File: config.mk
export PLATFORM = sky130hd
export DESIGN_NAME = vstep_seq
export DESIGN_NICKNAME = d
export VERILOG_FILES = /design/src/rtl/vstep_pkg.sv /design/src/rtl/vstep_sub_ctr.sv /design/src/rtl/vstep_off_ctr.sv /design/src/rtl/vstep_index.sv /design/src/rtl/vstep_seq.sv
export SDC_FILE = /design/constraint.sdc
export NUM_CORES = 1
export LEC_CHECK = 0
export BUFFER_PORTS_ARGS = -buffer_cell sky130_fd_sc_hd__buf_2
export CORE_AREA = 2 2 130 94
export CTS_BUF_LIST = sky130_fd_sc_hd__clkbuf_8
export DETAILED_ROUTE_END_ITERATION = 10
export DIE_AREA = 0 0 132 96
export PLACE_DENSITY_LB_ADDON = 0.12
export SLEW_MARGIN = 30
export SYNTH_ARGS = -nofsm -noshare
export SYNTH_HDL_FRONTEND = slang
export SYNTH_SLANG_ARGS = --single-unit
File: constraint.sdc
create_clock -name clk -period 4.4 [get_ports clk]
set_input_delay 0.66 -clock clk [delete_from_list [all_inputs] [get_ports clk]]
set_output_delay 0.66 -clock clk [all_outputs]
set_load 0.01 [all_outputs]
File: src/rtl/vstep_pkg.sv
package vstep_pkg;
    typedef enum logic [1:0] {
        ST_IDLE   = 2'd0,
        ST_RUN    = 2'd1,
        ST_FINISH = 2'd2
    } seq_state_e;
endpackage

File: src/rtl/vstep_sub_ctr.sv
// Inner counter: sub-vector offset within the current group.
module vstep_sub_ctr #(
    parameter int SUB_W = 2
) (
    input  logic             clk,
    input  logic             rst_n,
    input  logic             clear,
    input  logic             load,
    input  logic [SUB_W-1:0] load_val,
    input  logic             step,
    input  logic [SUB_W-1:0] last_val,
    output logic [SUB_W-1:0] cnt
);
    always_ff @(posedge clk) begin
        if (!rst_n) begin
            cnt <= '0;
        end else if (clear) begin
            cnt <= '0;
        end else if (load) begin
            cnt <= load_val;
        end else if (step) begin
            cnt <= (cnt == last_val) ? '0 : cnt + 1'b1;
        end
    end
endmodule

File: src/rtl/vstep_off_ctr.sv
// Outer counter: one group offset (source or destination).
module vstep_off_ctr #(
    parameter int OFF_W = 6
) (
    input  logic             clk,
    input  logic             rst_n,
    input  logic             clear,
    input  logic             load,
    input  logic [OFF_W-1:0] load_val,
    input  logic             adv,
    output logic [OFF_W-1:0] cnt
);
    always_ff @(posedge clk) begin
        if (!rst_n) begin
            cnt <= '0;
        end else if (clear) begin
            cnt <= '0;
        end else if (load) begin
            cnt <= load_val;
        end else if (adv) begin
            cnt <= cnt + 1'b1;
        end
    end
endmodule

File: src/rtl/vstep_index.sv
// Flat element index = group * (code + 1) + sub, built as a shift-add.
module vstep_index #(
    parameter int OFF_W = 6,
    parameter int SUB_W = 2,
    parameter int IDX_W = 8
) (
    input  logic [OFF_W-1:0] grp,
    input  logic [SUB_W-1:0] sub,
    input  logic [SUB_W-1:0] code,
    output logic [IDX_W-1:0] idx
);
    localparam int NTERM = SUB_W + 1;

    logic [SUB_W:0]   factor;
    logic [IDX_W-1:0] part [NTERM];
    logic [IDX_W-1:0] acc;

    assign factor = (SUB_W+1)'(code) + 1'b1;

    genvar b;
    generate
        for (b = 0; b < NTERM; b++) begin : g_term
            assign part[b] = factor[b] ? (IDX_W'(grp) << b) : '0;
        end
    endgenerate

    always_comb begin
        acc = '0;
        for (int t = 0; t < NTERM; t++) begin
            acc = acc + part[t];
        end
        idx = acc + IDX_W'(sub);
    end
endmodule

File: src/rtl/vstep_seq.sv
module vstep_seq
    import vstep_pkg::*;
#(
    parameter int MAX_VL  = 64,
    parameter int MAX_SUB = 4,
    localparam int LEN_W  = $clog2(MAX_VL + 1),
    localparam int OFF_W  = $clog2(MAX_VL),
    localparam int SUB_W  = $clog2(MAX_SUB),
    localparam int IDX_W  = $clog2(MAX_VL * MAX_SUB)
) (
    input  logic              clk,
    input  logic              rst_n,
    input  logic              start,
    input  logic [LEN_W-1:0]  cfg_len,
    input  logic [SUB_W-1:0]  cfg_sub_code,
    input  logic              cfg_twin,
    input  logic [OFF_W-1:0]  resume_src,
    input  logic [OFF_W-1:0]  resume_dst,
    input  logic [SUB_W-1:0]  resume_sub,
    input  logic [MAX_VL-1:0] src_pred,
    input  logic [MAX_VL-1:0] dst_pred,
    input  logic              stall,
    output logic              busy,
    output logic              done,
    output logic              issue_valid,
    output logic [OFF_W-1:0]  issue_src_grp,
    output logic [OFF_W-1:0]  issue_dst_grp,
    output logic [SUB_W-1:0]  issue_sub,
    output logic [IDX_W-1:0]  issue_src_idx,
    output logic [IDX_W-1:0]  issue_dst_idx,
    output logic [OFF_W-1:0]  step_src,
    output logic [OFF_W-1:0]  step_dst,
    output logic [SUB_W-1:0]  step_sub
);
    // channel 0 = source, channel 1 = destination
    localparam int NCH = 2;

    seq_state_e state_q, state_d;

    logic [LEN_W-1:0] len_q;
    logic [SUB_W-1:0] code_q;
    logic             twin_q;

    logic [LEN_W-1:0] len_eff;
    logic [SUB_W-1:0] sub_init;
    logic             start_ok;
    logic             start_empty;

    logic [OFF_W-1:0] off_q    [NCH];
    logic [OFF_W-1:0] off_init [NCH];
    logic             off_adv  [NCH];
    logic             off_end  [NCH];
    logic [IDX_W-1:0] idx      [NCH];
    logic [SUB_W-1:0] sub_q;

    logic src_on, dst_on, running;
    logic sub_step, grp_skip, finish_now, ctr_clear;

    // ---------------- start decode ----------------
    assign start_ok = start && (state_q == ST_IDLE);
    assign len_eff  = (cfg_len > LEN_W'(MAX_VL)) ? LEN_W'(MAX_VL) : cfg_len;
    assign sub_init = (resume_sub > cfg_sub_code) ? '0 : resume_sub;
    assign off_init[0] = resume_src;
    assign off_init[1] = cfg_twin ? resume_dst : resume_src;
    assign start_empty = (len_eff == '0)
                      || (LEN_W'(off_init[0]) >= len_eff)
                      || (LEN_W'(off_init[1]) >= len_eff);

    always_ff @(posedge clk) begin
        if (!rst_n) begin
            len_q  <= '0;
            code_q <= '0;
            twin_q <= 1'b0;
        end else if (start_ok) begin
            len_q  <= len_eff;
            code_q <= cfg_sub_code;
            twin_q <= cfg_twin;
        end
    end

    // ---------------- step decision ----------------
    assign running = (state_q == ST_RUN) && !stall;
    assign src_on  = src_pred[off_q[0]];
    assign dst_on  = twin_q ? dst_pred[off_q[1]] : 1'b1;

    always_comb begin
        sub_step   = 1'b0;
        grp_skip   = 1'b0;
        off_adv[0] = 1'b0;
        off_adv[1] = 1'b0;
        if (running) begin
            if (!src_on) begin
                grp_skip   = 1'b1;
                off_adv[0] = 1'b1;
                off_adv[1] = !twin_q;
            end else if (!dst_on) begin
                grp_skip   = 1'b1;
                off_adv[1] = 1'b1;
            end else begin
                sub_step   = 1'b1;
                off_adv[0] = (sub_q == code_q);
                off_adv[1] = (sub_q == code_q);
            end
        end
    end

    assign finish_now = (off_adv[0] && off_end[0]) || (off_adv[1] && off_end[1]);
    assign ctr_clear  = finish_now || (start_ok && start_empty);

    // ---------------- counters ----------------
    genvar ch;
    generate
        for (ch = 0; ch < NCH; ch++) begin : g_chan
            assign off_end[ch] = (LEN_W'(off_q[ch]) + 1'b1) == len_q;

            vstep_off_ctr #(.OFF_W(OFF_W)) u_off (
                .clk      (clk),
                .rst_n    (rst_n),
                .clear    (ctr_clear),
                .load     (start_ok),
                .load_val (off_init[ch]),
                .adv      (off_adv[ch]),
                .cnt      (off_q[ch])
            );

            vstep_index #(.OFF_W(OFF_W), .SUB_W(SUB_W), .IDX_W(IDX_W)) u_idx (
                .grp  (off_q[ch]),
                .sub  (sub_q),
                .code (code_q),
                .idx  (idx[ch])
            );
        end
    endgenerate

    vstep_sub_ctr #(.SUB_W(SUB_W)) u_sub (
        .clk      (clk),
        .rst_n    (rst_n),
        .clear    (ctr_clear || grp_skip),
        .load     (start_ok),
        .load_val (sub_init),
        .step     (sub_step),
        .last_val (code_q),
        .cnt      (sub_q)
    );

    // ---------------- state register ----------------
    always_comb begin
        state_d = state_q;
        unique case (state_q)
            ST_IDLE:   if (start_ok) state_d = start_empty ? ST_FINISH : ST_RUN;
            ST_RUN:    if (finish_now) state_d = ST_FINISH;
            ST_FINISH: state_d = ST_IDLE;
            default:   state_d = ST_IDLE;
        endcase
    end

    always_ff @(posedge clk) begin
        if (!rst_n) state_q <= ST_IDLE;
        else        state_q <= state_d;
    end

    // ---------------- outputs ----------------
    always_comb begin
        busy          = (state_q == ST_RUN);
        done          = (state_q == ST_FINISH);
        issue_valid   = sub_step;
        issue_src_grp = off_q[0];
        issue_dst_grp = off_q[1];
        issue_sub     = sub_q;
        issue_src_idx = idx[0];
        issue_dst_idx = idx[1];
        step_src      = off_q[0];
        step_dst      = off_q[1];
        step_sub      = sub_q;
    end
endmodule

==> key figures, run 1 <==
Status
  • Status: complete, no violations

Die
  • Starting density of the core: 39.34%
  • Io pins: 203
  • Die Width: 132 um
  • Core area: 11440 um^2
  • Die Height: 96 um
  • Die area: 12670 um^2
  • Rows: 33

CTS
  • Clock slew at reported path FFs: 0.08 ns
  • # clock sinks: 26
  • Clock root cell: clkbuf_8
  • H-tree depth: 1
  • Post-cts resize count: 0
  • CTS Hold Bufs: 0
  • Longest Clk Path Bufs: 2
  • CTS Buf Count: 3
  • CTS tree: yes
  • Postcts setup bufs: 0
  • Clock Latency Late Sink: 0.26 ns

Timing
  • Setup Viol. Count Final: 0
  • Fin crit share: 91.61%
  • Skew final: 0.002082 ns
  • Fmax achieved: 248.1 MHz
  • Tmin final: 4.031 ns
  • Unrepaired setup endpoints after global routing: no
  • Final-report hold violation count: 0
  • Count of pins over their slew limit: 0
  • Worst Max-Slew Pin Slew: 0.8777 ns
  • Normalized max-slew margin: 41.42%
  • Sum Neg Setup Slack: 0 ns

Worst setup path
  • Critical path class: register to primary output
  • CP Capture Type: primary output
  • Critical path arrival: 3.37 ns
  • Buf/Inv on CP: 3
  • Crit Path Max Fanout: 15
  • CP delay by family, top: adder cells
  • Startpoint Class: register
  • Critical Path Slowest Stage Cell: dfxtp_1
  • Crit path cell chain: ha_1, and2_1, fa_1, inv_1, fa_1, inv_1, a21oi_1, o21bai_1, a21o_1, a21oi_1, xnor2_1, buf_2
  • WP data required: 3.74 ns
  • Slowest cell delay on critical path: 0.56 ns

Synthesis
  • Post-synth ARST share: 0%
  • Syn_area_per_cell: 8.521 um^2
  • Synthesized netlist net count: 729
  • Register area share after synthesis: 11.57%
  • Ys Warns: 0
  • Mapped Cells: 528
  • Dominant synthesized flop cell: dfxtp_1
  • Seq cells post-synth: 26
  • Synth Cell Area: 4499 um^2
  • Netlist cell types: 68
  • Post-synth EDFFs: 0

Job
  • Max Cap Viol: 0

Cells and area
  • Non-Filler Instances: 851
  • Layout fillers: 1163
  • Final nets: 897
  • N_diodes: 0
  • Layout cells sized above 1: 39.05%
  • Area Overhead vs Synth: 23.83%

Power and ir drop
  • Leakage: 2.654 nW
  • PwrDens: 221.7 nW/um^2
  • Peak VDD IR: 0.1190 mV

Global routing
  • GRT met2 Usage: 32.68%
  • Global-route track usage on met3: 2.475%
  • GR peak layer: met2
  • Congestion Overflow GR: 0
  • GR Util met1: 28.35%
  • Vias in the first global route: 4208
  • Tot GR Track Use: 19.71%
  • First-pass GRT wire length: 20.62 mm
  • Largest net degree at the start of global routing: 21
  • Antenna violations before repair: 0

Hold path
  • Hold Crit Class: register to register

Drt
  • Initial drt markers: 241
  • DRT Pass-1 Iters: 4
  • Via count: 4390
  • Remaining DRCs: 0
  • DR WL/cell: 14.99 um
  • Vias/cell: 5.159
  • DRT antenna net count: 0
  • Total Routed Length: 12.76 mm

Placement
  • HPWL Detailed: 10.73 mm
  • Post-Place Cells: 848
  • Port Buffers: 202
  • GP Congestion: 0.8491
Yosys cell counts (all sizes together), types with 2 or more instances:
master	n	area, um^2
inv	34	127.6
a221oi	3	32.53
a211oi	9	72.57
clkbuf	22	83.83
nor4	9	68.81
fa	12	240.2
o21bai	4	30.03
ha	33	412.9
xnor2	25	219.0
dfxtp	26	520.5
o211ai	2	15.01
nand3	12	60.06
and3	3	18.77
nand2	62	232.7
a32oi	3	33.79
a21oi	16	80.08
a311oi	3	26.28
a221o	2	20.02
o21ai	14	70.07
xor2	7	61.31
and2	15	93.84
nor2b	12	75.07
nand2b	18	112.6
nor3b	2	15.01
nor2	25	96.35
mux4	29	653.1
mux2i	18	180.2
a2111oi	2	36.29
a21boi	5	37.54
buf	35	240.2
a2111o	2	23.77
o31ai	3	22.52
nand4	4	25.02
a2bb2oi	2	17.52
a21o	12	90.09
a31oi	7	50.05
nor3	8	40.04
mux2	9	101.3
nand3b	4	30.03
layout by cell type, fill, tap and decap left out, types with 15 or more instances in the layout:
master and n:
mux2i_1 18, dfxtp_1 25, inv_1 34, buf_4 18, and2_1 15, a21oi_1 16
xnor2_1 25, mux4_2 29, nand2_1 62, nand2b_1 18, nor2_1 24, ha_1 33
buf_2 202
power breakdown:
part / leakage [nW] / internal (W) / switching, W
Combinational: 2.42 / 0.000376 / 0.000388
Clock: 0.0216 / 0.0000613 / 0.0000700
Sequential: 0.214 / 0.000260 / 0.0000804
Total: 2.65 / 0.000697 / 0.000538
state kept, by name, indices dropped and copies added (netlist names):
| register | flops |
|---|---|
| code_q | 2 |
| g_chan.u_off.cnt | 12 |
| len_q | 7 |
| state_q | 2 |
| twin_q | 1 |
| u_sub.cnt | 2 |
logic make-up (layout without fill, tap and decap cells):
group	after synthesis	after routing	synth area share, %
xor gates and xnor gates	32	32	6.229
adders and majority gates	45	45	14.52
DFF	26	26	11.57
and+or+nand+nor	178	178	19.99
AOI/OAI and AO/OA	99	99	16.80
buffers and inverters	92	258	10.12
muxes	56	56	20.77
final timing paths:
path / startpoint / to / slack, ns / depth (start not counted)
worst min-delay path: code_q[1] / code_q[1] / 0.50 / 2
worst max register to register: g_chan[1].u_off.cnt[0] / g_chan[1].u_off.cnt[3] / 0.73 / 8
worst max-delay path: code_q[0] / issue_dst_idx[7] / 0.37 / 12
worst min register to register: code_q[1] / code_q[1] / 0.50 / 2
stage by stage:
step / hold WS [ns] / util, % / worst slack (ns) / total power (W) / instance area, um^2
finish: 0.5043 / 48.71 / 0.3691 / 0.001235 / 5572
global route: 0.5465 / 48.71 / 0.03050 / 0.001344 / 5572
CTS: 0.5104 / 48.70 / 0.3148 / 0.001247 / 5570
detailed placement: 0.4982 / 48.34 / 0.6159 / 0.001111 / 5529
global placement: 0.4820 / 48.34 / 0.6906 / 0.001102 / 5529
floorplan: 0.4734 / - / 0.8321 / 0.0008943 / 4499
per-layer routing:
metal / vias up / wire, um
met2: 88 / 5979
met5: - / 0
met4: 0 / 65
li1: 2214 / -
met3: 6 / 614
met1: 2082 / 6098
worst register-to-register path, delay by kind of cell, from the launching register on:
family	cells	cell delay, ns
simple gates	1	0.20
mux	3	1.25
compound gates	4	1.38
flops	1	0.75
layout make-up:
| class | count | area (um^2) | share of cell area [%] |
|---|---|---|---|
| Sequential cell | 26 | 521.8 | 9.364 |
| Timing Repair Buffer | 220 | 1146 | 20.57 |
| Tap cell | 157 | 196.4 | 3.526 |
| Multi-Input combinational cell | 410 | 3535 | 63.44 |
| Inverter | 35 | 131.4 | 2.358 |
| Clock buffer | 3 | 41.29 | 0.7411 |
Power figures use the tool's default switching activity.
==> run 2: changes to the inputs <==
--- a/config.mk
+++ b/config.mk
@@ -11,6 +11,7 @@
 export DETAILED_ROUTE_END_ITERATION = 10
 export DIE_AREA = 0 0 132 96
 export PLACE_DENSITY_LB_ADDON = 0.12
+export REMOVE_ABC_BUFFERS = 1
 export SLEW_MARGIN = 30
 export SYNTH_ARGS = -nofsm -noshare
 export SYNTH_HDL_FRONTEND = slang
==> key figures, run 2 (synthesis results as in run 1) <==
Status
  • Status: complete, no violations

Global routing
  • First-pass GRT wire length: 20.95 mm
  • GRT met2 Usage: 33.55%
  • GR peak layer: met2
  • Largest net degree at the start of global routing: 39
  • Vias in the first global route: 4280
  • Congestion Overflow GR: 0
  • Antenna violations before repair: 0
  • Tot GR Track Use: 20.20%
  • GR Util met1: 28.84%
  • Global-route track usage on met3: 2.212%

Die
  • Core area: 11440 um^2
  • Die Height: 96 um
  • Die Width: 132 um
  • Die area: 12670 um^2
  • Starting density of the core: 39.34%
  • Io pins: 203
  • Rows: 33

Timing
  • Final-report hold violation count: 0
  • Skew final: 0.006283 ns
  • Fmax achieved: 246.8 MHz
  • Tmin final: 4.052 ns
  • Final worst slack: 0.3484 ns
  • Normalized max-slew margin: 42.65%
  • Fin crit share: 92.08%
  • Count of pins over their slew limit: 0
  • WHS: 0.5183 ns
  • Setup Viol. Count Final: 0
  • Sum Neg Setup Slack: 0 ns
  • Worst Max-Slew Pin Slew: 0.8565 ns
  • Unrepaired setup endpoints after global routing: no

Worst setup path
  • Critical path class: register to primary output
  • WP data required: 3.74 ns
  • Worst flop-to-flop path startpoint: g_chan[1].u_off.cnt[0]
  • Startpoint Class: register
  • Crit path from: code_q[0]
  • Crit Path Max Fanout: 15
  • CP Capture Type: primary output
  • Critical path arrival: 3.39 ns
  • R2R setup slack: 0.71 ns

Drt
  • DR WL/cell: 15.68 um
  • DRT antenna net count: 0
  • Remaining DRCs: 0
  • Vias/cell: 5.338
  • DRT Pass-1 Iters: 4
  • Initial drt markers: 252
  • Via count: 4527
  • Total Routed Length: 13.30 mm

Power and ir drop
  • Pwr Total: 0.001240 W
  • Peak VDD IR: 0.1098 mV
  • PwrDens: 223.7 nW/um^2
  • Leakage: 2.638 nW

Cells and area
  • Area Overhead vs Synth: 23.16%
  • Layout cells sized above 1: 38.64%
  • Largest registers: g_chan.u_off.cnt x12, len_q x7
  • N_diodes: 0
  • Leading cell type in the layout, fill and taps excluded: buf_2
  • Most frequent cells in the layout: 202 x buf_2, 62 x nand2_1, 34 x inv_1
  • Max reg flops: 12
  • Most flops, register: g_chan.u_off.cnt
  • Final nets: 894
  • Non-Filler Instances: 848

Placement
  • HPWL Detailed: 10.97 mm
  • Post-Place Cells: 845
  • GP Congestion: 0.8992
  • Port Buffers: 202
  • Dpl ws: 0.6131 ns

CTS
  • Postcts setup bufs: 0
  • H-tree depth: 1
  • Clock Latency Late Sink: 0.27 ns
  • Longest Clk Path Bufs: 2
  • CTS Buf Count: 3
  • Clock slew at reported path FFs: 0.09 ns
  • CTS tree: yes
  • CTS Hold Bufs: 0
  • Post-cts resize count: 0
  • Clock root cell: clkbuf_8
  • # clock sinks: 26

Hold path
  • Start point of the worst hold path: code_q[1]
  • Hold Crit Class: register to register

Job
  • Max Cap Viol: 0
-- run 2: worst max-delay path: stages, from the launching register on --
cell and delay, ns:
dfxtp_1 0.57, ha_1 0.42, and2_1 0.23, fa_1 0.53
inv_1 0.06, fa_1 0.45, inv_1 0.07, a21oi_1 0.06
o21bai_1 0.20, a21o_1 0.14, a21oi_1 0.07, xnor2_1 0.15
buf_2 0.14
-- run 2: path summary, 6_finish.rpt --
| check | end | depth (start not counted) |
|---|---|---|
| max reg2reg | g_chan[1].u_off.cnt[3] | 8 |
| max | issue_dst_idx[7] | 12 |
| min reg2reg | code_q[1] | 2 |
| min | code_q[1] | 2 |
-- run 2: routing by layer --
metal | wire, um | part of all wire [%]
met3 | 602 | 4.5
met4 | 117 | 0.88
met2 | 6215 | 47
met5 | 0 | 0
met1 | 6362 | 48
-- run 2: power breakdown --
part	switching, W	internal [W]	leakage [nW]	total, W
registers	0.0000701	0.000260	0.213	0.000330
logic	0.000401	0.000370	2.40	0.000771
clock network	0.0000776	0.0000615	0.0216	0.000139
total	0.000549	0.000691	2.64	0.00124
-- run 2: layout make-up --
cell class | count | area [um^2]
fill | 1152 | 5896
sequential | 26 | 520.5
inverter | 35 | 131.4
tap | 157 | 196.4
timing repair buffer | 217 | 1124
multi-input combinational | 410 | 3528
clock buffer | 3 | 41.29
-- run 2: metrics by stage --
stage	cell area, um^2	utilization (%)
after floorplan	4175	-
after global placement	5500	48.09
after detailed placement	5500	48.09
after CTS	5542	48.45
after global routing	5542	48.45
final	5542	48.45
